### config.mk
export PLATFORM = sky130hd
export DESIGN_NAME = spi_reg_slave
export DESIGN_NICKNAME = d
export VERILOG_FILES = /design/src/rtl/spi_reg_pkg.sv /design/src/rtl/spi_reg_ctrl.sv /design/src/rtl/spi_reg_dp.sv /design/src/rtl/spi_reg_slave.sv
export SDC_FILE = /design/constraint.sdc
export NUM_CORES = 2
export LEC_CHECK = 0
export ABC_AREA = 1
export BUFFER_PORTS_ARGS = -buffer_cell sky130_fd_sc_hd__buf_2
export CORE_AREA = 8 8 463 375
export CTS_CLUSTER_DIAMETER = 60
export DETAILED_ROUTE_END_ITERATION = 8
export DIE_AREA = 0 0 471 383
export PLACE_DENSITY_LB_ADDON = 0.12
export SLEW_MARGIN = 20
export SYNTH_ARGS = -nofsm -noshare
export SYNTH_HDL_FRONTEND = slang
export SYNTH_SLANG_ARGS = --single-unit
export TNS_END_PERCENT = 5
### constraint.sdc
create_clock -name clk -period 3.05 [get_ports clk]
set_clock_uncertainty 0.2 [all_clocks]
set_input_delay 0.1525 -clock clk [delete_from_list [all_inputs] [get_ports clk]]
set_output_delay 0.1525 -clock clk [all_outputs]
set_load 0.05 [all_outputs]
### src/rtl/spi_reg_pkg.sv
package spi_reg_pkg;

  // Strobes passed from the control half to the datapath, one cycle each
  typedef struct packed {
    logic frameStart;  // select just went low
    logic frameEnd;    // select just went high
    logic shiftIn;     // rising serial clock inside a frame
    logic shiftOut;    // falling serial clock inside a frame
    logic commitWr;    // complete frame, store command
    logic commitRd;    // complete frame, fetch command
    logic commitFwd;   // complete frame, other command group
  } strobes_t;

endpackage

### src/rtl/spi_reg_ctrl.sv
module spi_reg_ctrl
  import spi_reg_pkg::*;
#(
  parameter int FRAME_W = 20,
  parameter int CMD_W   = 4,
  parameter logic [CMD_W-1:0] WR_CODE = 4'h8,
  parameter logic [CMD_W-1:0] RD_CODE = 4'h9
) (
  input  logic             clk,
  input  logic             rst_n,
  input  logic             selN,
  input  logic             sck,
  input  logic [CMD_W-1:0] cmd,
  output strobes_t         strb
);

  localparam int CNT_W = $clog2(FRAME_W + 2);
  localparam logic [CNT_W-1:0] CNT_FULL = CNT_W'(FRAME_W);
  localparam logic [CNT_W-1:0] CNT_OVER = CNT_W'(FRAME_W + 1);

  logic             sckQ;
  logic             selQ;
  logic [CNT_W-1:0] bitCnt;
  logic             inFrame;
  logic             lenOk;

  always_ff @(posedge clk or negedge rst_n) begin
    if (!rst_n) begin
      sckQ <= 1'b0;
      selQ <= 1'b1;
    end else begin
      sckQ <= sck;
      selQ <= selN;
    end
  end

  assign inFrame = !selN && !selQ;

  always_comb begin
    strb            = '0;
    strb.frameStart = selQ && !selN;
    strb.frameEnd   = !selQ && selN;
    strb.shiftIn    = inFrame && sck && !sckQ;
    strb.shiftOut   = inFrame && !sck && sckQ;
    lenOk           = (bitCnt == CNT_FULL);
    strb.commitWr   = strb.frameEnd && lenOk && (cmd == WR_CODE);
    strb.commitRd   = strb.frameEnd && lenOk && (cmd == RD_CODE);
    strb.commitFwd  = strb.frameEnd && lenOk && (cmd != WR_CODE) && (cmd != RD_CODE);
  end

  // Counts clock edges up to one past a full frame, then holds
  always_ff @(posedge clk or negedge rst_n) begin
    if (!rst_n) begin
      bitCnt <= '0;
    end else if (strb.frameStart) begin
      bitCnt <= '0;
    end else if (strb.shiftIn && bitCnt != CNT_OVER) begin
      bitCnt <= bitCnt + 1'b1;
    end
  end

endmodule

### src/rtl/spi_reg_dp.sv
module spi_reg_dp
  import spi_reg_pkg::*;
#(
  parameter int CMD_W  = 4,
  parameter int ADDR_W = 8,
  parameter int DATA_W = 8,
  parameter logic [CMD_W-1:0] RD_CODE = 4'h9
) (
  input  logic                             clk,
  input  logic                             rst_n,
  input  logic                             mosi,
  input  strobes_t                         strb,
  output logic [CMD_W-1:0]                 cmd,
  output logic                             txMsb,
  output logic                             replyPending,
  output logic                             fwdValid,
  output logic [CMD_W+ADDR_W+DATA_W-1:0]   fwdData
);

  localparam int FRAME_W = CMD_W + ADDR_W + DATA_W;
  localparam int DEPTH   = 1 << ADDR_W;

  logic [FRAME_W-1:0] rxShift;
  logic [FRAME_W-1:0] txShift;
  logic [FRAME_W-1:0] replyWord;
  logic [DATA_W-1:0]  regFile [DEPTH];
  logic [ADDR_W-1:0]  rxAddr;
  logic [DATA_W-1:0]  rxData;

  assign cmd    = rxShift[FRAME_W-1 -: CMD_W];
  assign rxAddr = rxShift[DATA_W +: ADDR_W];
  assign rxData = rxShift[DATA_W-1:0];
  assign txMsb  = txShift[FRAME_W-1];

  always_ff @(posedge clk or negedge rst_n) begin
    if (!rst_n) begin
      rxShift <= '0;
    end else if (strb.shiftIn) begin
      rxShift <= {rxShift[FRAME_W-2:0], mosi};
    end
  end

  always_ff @(posedge clk or negedge rst_n) begin
    if (!rst_n) begin
      for (int i = 0; i < DEPTH; i++) regFile[i] <= '0;
    end else if (strb.commitWr) begin
      regFile[rxAddr] <= rxData;
    end
  end

  always_ff @(posedge clk or negedge rst_n) begin
    if (!rst_n) begin
      replyWord    <= '0;
      replyPending <= 1'b0;
    end else if (strb.commitRd) begin
      replyWord    <= {RD_CODE, rxAddr, regFile[rxAddr]};
      replyPending <= 1'b1;
    end else if (strb.frameStart) begin
      replyPending <= 1'b0;
    end
  end

  always_ff @(posedge clk or negedge rst_n) begin
    if (!rst_n) begin
      txShift <= '0;
    end else if (strb.frameStart) begin
      txShift <= replyPending ? replyWord : '0;
    end else if (strb.frameEnd) begin
      txShift <= '0;
    end else if (strb.shiftOut) begin
      txShift <= {txShift[FRAME_W-2:0], 1'b0};
    end
  end

  always_ff @(posedge clk or negedge rst_n) begin
    if (!rst_n) begin
      fwdValid <= 1'b0;
      fwdData  <= '0;
    end else begin
      fwdValid <= strb.commitFwd;
      if (strb.commitFwd) fwdData <= rxShift;
    end
  end

endmodule

### src/rtl/spi_reg_slave.sv
module spi_reg_slave
  import spi_reg_pkg::*;
#(
  parameter int CMD_W  = 4,
  parameter int ADDR_W = 8,
  parameter int DATA_W = 8,
  parameter logic [CMD_W-1:0] WR_CODE = 4'h8,
  parameter logic [CMD_W-1:0] RD_CODE = 4'h9
) (
  input  logic                           clk,
  input  logic                           rst_n,
  input  logic                           spiSelN,
  input  logic                           spiSck,
  input  logic                           spiMosi,
  output logic                           spiMiso,
  output logic                           fwdValid,
  output logic [CMD_W+ADDR_W+DATA_W-1:0] fwdData
);

  localparam int FRAME_W = CMD_W + ADDR_W + DATA_W;

  strobes_t         strb;
  logic [CMD_W-1:0] cmd;
  logic             txMsb;
  logic             replyPending;

  spi_reg_ctrl #(
    .FRAME_W(FRAME_W), .CMD_W(CMD_W), .WR_CODE(WR_CODE), .RD_CODE(RD_CODE)
  ) u_ctrl (
    .clk(clk), .rst_n(rst_n), .selN(spiSelN), .sck(spiSck), .cmd(cmd), .strb(strb)
  );

  spi_reg_dp #(
    .CMD_W(CMD_W), .ADDR_W(ADDR_W), .DATA_W(DATA_W), .RD_CODE(RD_CODE)
  ) u_dp (
    .clk(clk), .rst_n(rst_n), .mosi(spiMosi), .strb(strb), .cmd(cmd),
    .txMsb(txMsb), .replyPending(replyPending),
    .fwdValid(fwdValid), .fwdData(fwdData)
  );

  assign spiMiso = !spiSelN && txMsb;

endmodule

==> out/qor.txt <==
Status = complete, but fails checks
Failing checks = DRC, setup timing
Worst rel slew slack = 39.8%
Avg Cell Area, Syn = 7.86 um2
Post-synthesis sequential area ratio = 54.0%
Area of the multi-input gates = 41000 um2
Cts bufs inserted = 207
#FFs+latches synth = 2134
Slowest cell on crit path = dfrtp_4
GRT busiest layer = met2
Die footprint = 180000 um2
Antenna cells = 0
Row count = 134
Worst Slack Setup Final = -0.00278 ns
Max VDD drop = 0.000840 V
Most frequent cells after synthesis = 6199 x nand2_1, 2133 x dfrtp_1, 1801 x o21ai_0, 576 x clkbuf_1, 363 x nor2_1
Fillcell total = 13600
Setup-failing EPs final = 1
Clock-pin slew of the registers on the worst-case setup and hold paths = 0.07 ns
Final nets = 12300
Wire length of the first global-routing pass = 475 mm
Fin crit share = 100%
Met1 GRT Util = 47.1%
Largest net degree at the start of global routing = 115
Crit path largest cell delay = 0.55 ns
Chip height = 383 um
Hold Path Origin = spiSck
Post-synthesis cell count = 12600
Max Cap Viol = 0
Hold path depth = 5
Yosys warns = 0
Hold Violations, Final = 0
Worst r2r src = u_dp.rxShift[9]
Worst Hold Class = in2reg
DR WL/cell = 20.6 um
Leakage power total = 54.7 nW
Detailed Routing Iterations Pass 1 = 9
Grt met2 use = 49.7%
Power Total = 66.1 mW
Final WL = 303 mm
Cell Chain, Critical Path = buf_4, nor2_4, buf_4, buf_12, nand2_1, nand3_1, nand2_1, nand2_1, nor2_1, nor2_1, nor2_1, buf_4, nand2_1, nand2_1, nand3_1, nor2_1, nor2_1
Clk_lat worst skew = 0.85 ns
Area Growth Syn to Fin = 11.1%
Unrepaired setup endpoints after global routing = yes
Initial Utilization = 59.7%
EDFF count, synth = 0
Worst slew pin tran = 0.893 ns
DR vias = 86000
Post-route ant nets = 0
Worst R2R Setup Slack = -0.003 ns
Asr flop ratio synth = 100%
Number of remaining DRC errors = 4
Number of vias per cell = 5.87
Mapped Nets = 12600
Max Slew Vio Count = 0
Synth area leader = dfrtp_1
Worst setup SP type = register
Placer Congestion = 0.888
F_max = 328 MHz
Layout cells sized above 1 = 8.94%
Worst Hold Endpoint = u_dp.txShift[18]
Worst path bufs/invs = 4
Critical path class = reg2reg
Tmin final = 3.05 ns
Drt first-iter violations = 10900
GR Util met3 = 7.16%
Most numerous cell in the Yosys netlist = nand2_1
H-tree depth = 4
Clock Sink Count = 2134
CTS max path bufs = 3
CP delay by family, top = simple AND/OR/NAND/NOR gates
Crit Reg-Reg Endpoint = u_dp.replyWord[7]
Mapped Area = 98900 um2
Core Footprint = 166000 um2
Dpl ws = -0.0396 ns
# port buffers = 26
Vias in the first global route = 81600
Cell variety after synth = 41
Clk root buf = clkbuf_16
Crit path DAT = 3.59 ns
Worst reg-to-reg path cell count = 17
PD cells = 601 nW/um2
Die width = 471 um
Area share of the largest cell type after synthesis = 54.0%
All-Layer GR Usage = 32.9%
Post-DP HPWL = 185 mm
Predominant post-synthesis flop cell = dfrtp_1
Req. time, crit path = 3.59 ns
I/O Pins = 27
Reg area = 53400 um2
Synth top area cells = dfrtp_1 54%, nand2_1 24%, o21ai_0 9.1%
Crit end category = register
Initial antenna violation count = 7
Crit path max fanout = 46
GRT overflow = 0
CTS tree = yes
-- worst max-delay path by stage --
stage / start / endpoint / depth (start not counted)
global route: u_dp.rxShift[8] / u_dp.replyWord[7] / 17
global placement: u_dp.rxShift[8] / u_dp.replyWord[4] / 15
detailed placement: u_dp.rxShift[8] / u_dp.replyWord[4] / 15
finish: u_dp.rxShift[9] / u_dp.replyWord[7] / 17
floorplan: u_ctrl.bitCnt[0] / u_dp.regFile[102] / 11
CTS: u_dp.rxShift[9] / u_dp.replyWord[5] / 18
-- what timing repair did --
action | in CTS | in global routing
setup buffers | 6 | 5
gates cloned | 0 | 3
hold buffers | 8 | 0
endpoints found under the setup margin | 4 | 318
endpoints found under the hold margin | 1927 | 0
pin swaps | 2 | 3
gates resized for setup | 3 | 55
-- registers in the layout, indices dropped and copies added (netlist names) --
signal,count
u_dp.regFile,2048
u_ctrl.selQ,1
u_dp.fwdValid,1
u_dp.txShift,20
u_ctrl.bitCnt,5
u_dp.rxShift,20
u_ctrl.sckQ,1
u_dp.replyWord,17
u_dp.fwdData,20
u_dp.replyPending,1
-- power breakdown --
| part | switching [mW] | total [mW] | leakage [nW] | internal, mW |
|---|---|---|---|---|
| sequential | 0.157 | 28.6 | 29.7 | 28.4 |
| clock | 11.3 | 26.9 | 3.55 | 15.6 |
| combinational | 8.51 | 10.6 | 21.4 | 2.07 |
| total | 20.0 | 66.1 | 54.7 | 46.1 |
-- worst register-to-register path, delay by kind of cell, from the launching register on --
family	cells	cell delay (ns)
buf+inv	4	0.70
simple gates	13	1.51
flops	1	0.55
-- stage by stage --
| stage | TNS [ns] | hold slack, ns | std cells | util, % | cell area (um2) |
|---|---|---|---|---|---|
| 2_1_floorplan | 0 | -0.343 | 12600 | - | 98900 |
| 3_3_place_gp | -0.310 | 0.00981 | 14300 | 61.7 | 102000 |
| 3_5_place_dp | -0.0931 | 0.0114 | 14300 | 61.7 | 102000 |
| 4_1_cts | 0 | 0.0279 | 14700 | 66.2 | 110000 |
| 5_1_grt | -0.838 | 0.101 | 14700 | 66.3 | 110000 |
| 6_report | -0.00278 | 0.0721 | 14700 | 66.3 | 110000 |
-- final cells by class --
| type | instances | area share, % |
|---|---|---|
| Sequential cell | 2134 | 48.6 |
| Inverter | 52 | 0.252 |
| Clock buffer | 320 | 5.80 |
| Clock inverter | 63 | 0.730 |
| Timing Repair Buffer | 438 | 4.80 |
| Tap cell | 2176 | 2.48 |
| Multi-Input combinational cell | 9481 | 37.3 |
-- metal layers --
| layer | wire length [um] | vias to the layer above |
|---|---|---|
| met5 | 41 | - |
| met4 | 11800 | 8 |
| met3 | 30200 | 662 |
| met2 | 133000 | 4075 |
| met1 | 128000 | 41700 |
| li1 | - | 39600 |
-- layout by cell type, fill, tap and decap left out, types with 3 or more instances in the layout --
| cell | instances |
|---|---|
| nor2_4 | 34 |
| clkinv_2 | 32 |
| clkinv_8 | 6 |
| bufinv_16 | 15 |
| o21ai_1 | 292 |
| nor2_2 | 19 |
| nand2_2 | 48 |
| inv_1 | 31 |
| clkbuf_1 | 41 |
| inv_2 | 8 |
| o21ai_2 | 71 |
| buf_12 | 152 |
| inv_6 | 5 |
| buf_4 | 242 |
| nor2_1 | 341 |
| buf_6 | 6 |
| nand2_1 | 6175 |
| buf_16 | 3 |
| nand4_1 | 129 |
| nand2_4 | 139 |
| dlygate4sd3_1 | 7 |
| clkbuf_8 | 68 |
| a21oi_1 | 56 |
| clkinvlp_4 | 5 |
| ha_1 | 3 |
| dfrtp_1 | 2131 |
| a31oi_1 | 17 |
| buf_2 | 25 |
| nand3_1 | 343 |
| o21ai_0 | 1795 |
| clkbuf_16 | 214 |
| inv_8 | 10 |
-- kinds of logic after synthesis --
kind of cell             share of synthesized area, %
AND/OR/NAND/NOR                                  29.7
AO/OA/AOI/OAI                                    11.6
flip-flops                                       54.0
buffers and inverters                            4.69
adder cells (fa/ha/maj)                        0.0380
Power figures use the tool's default switching activity.
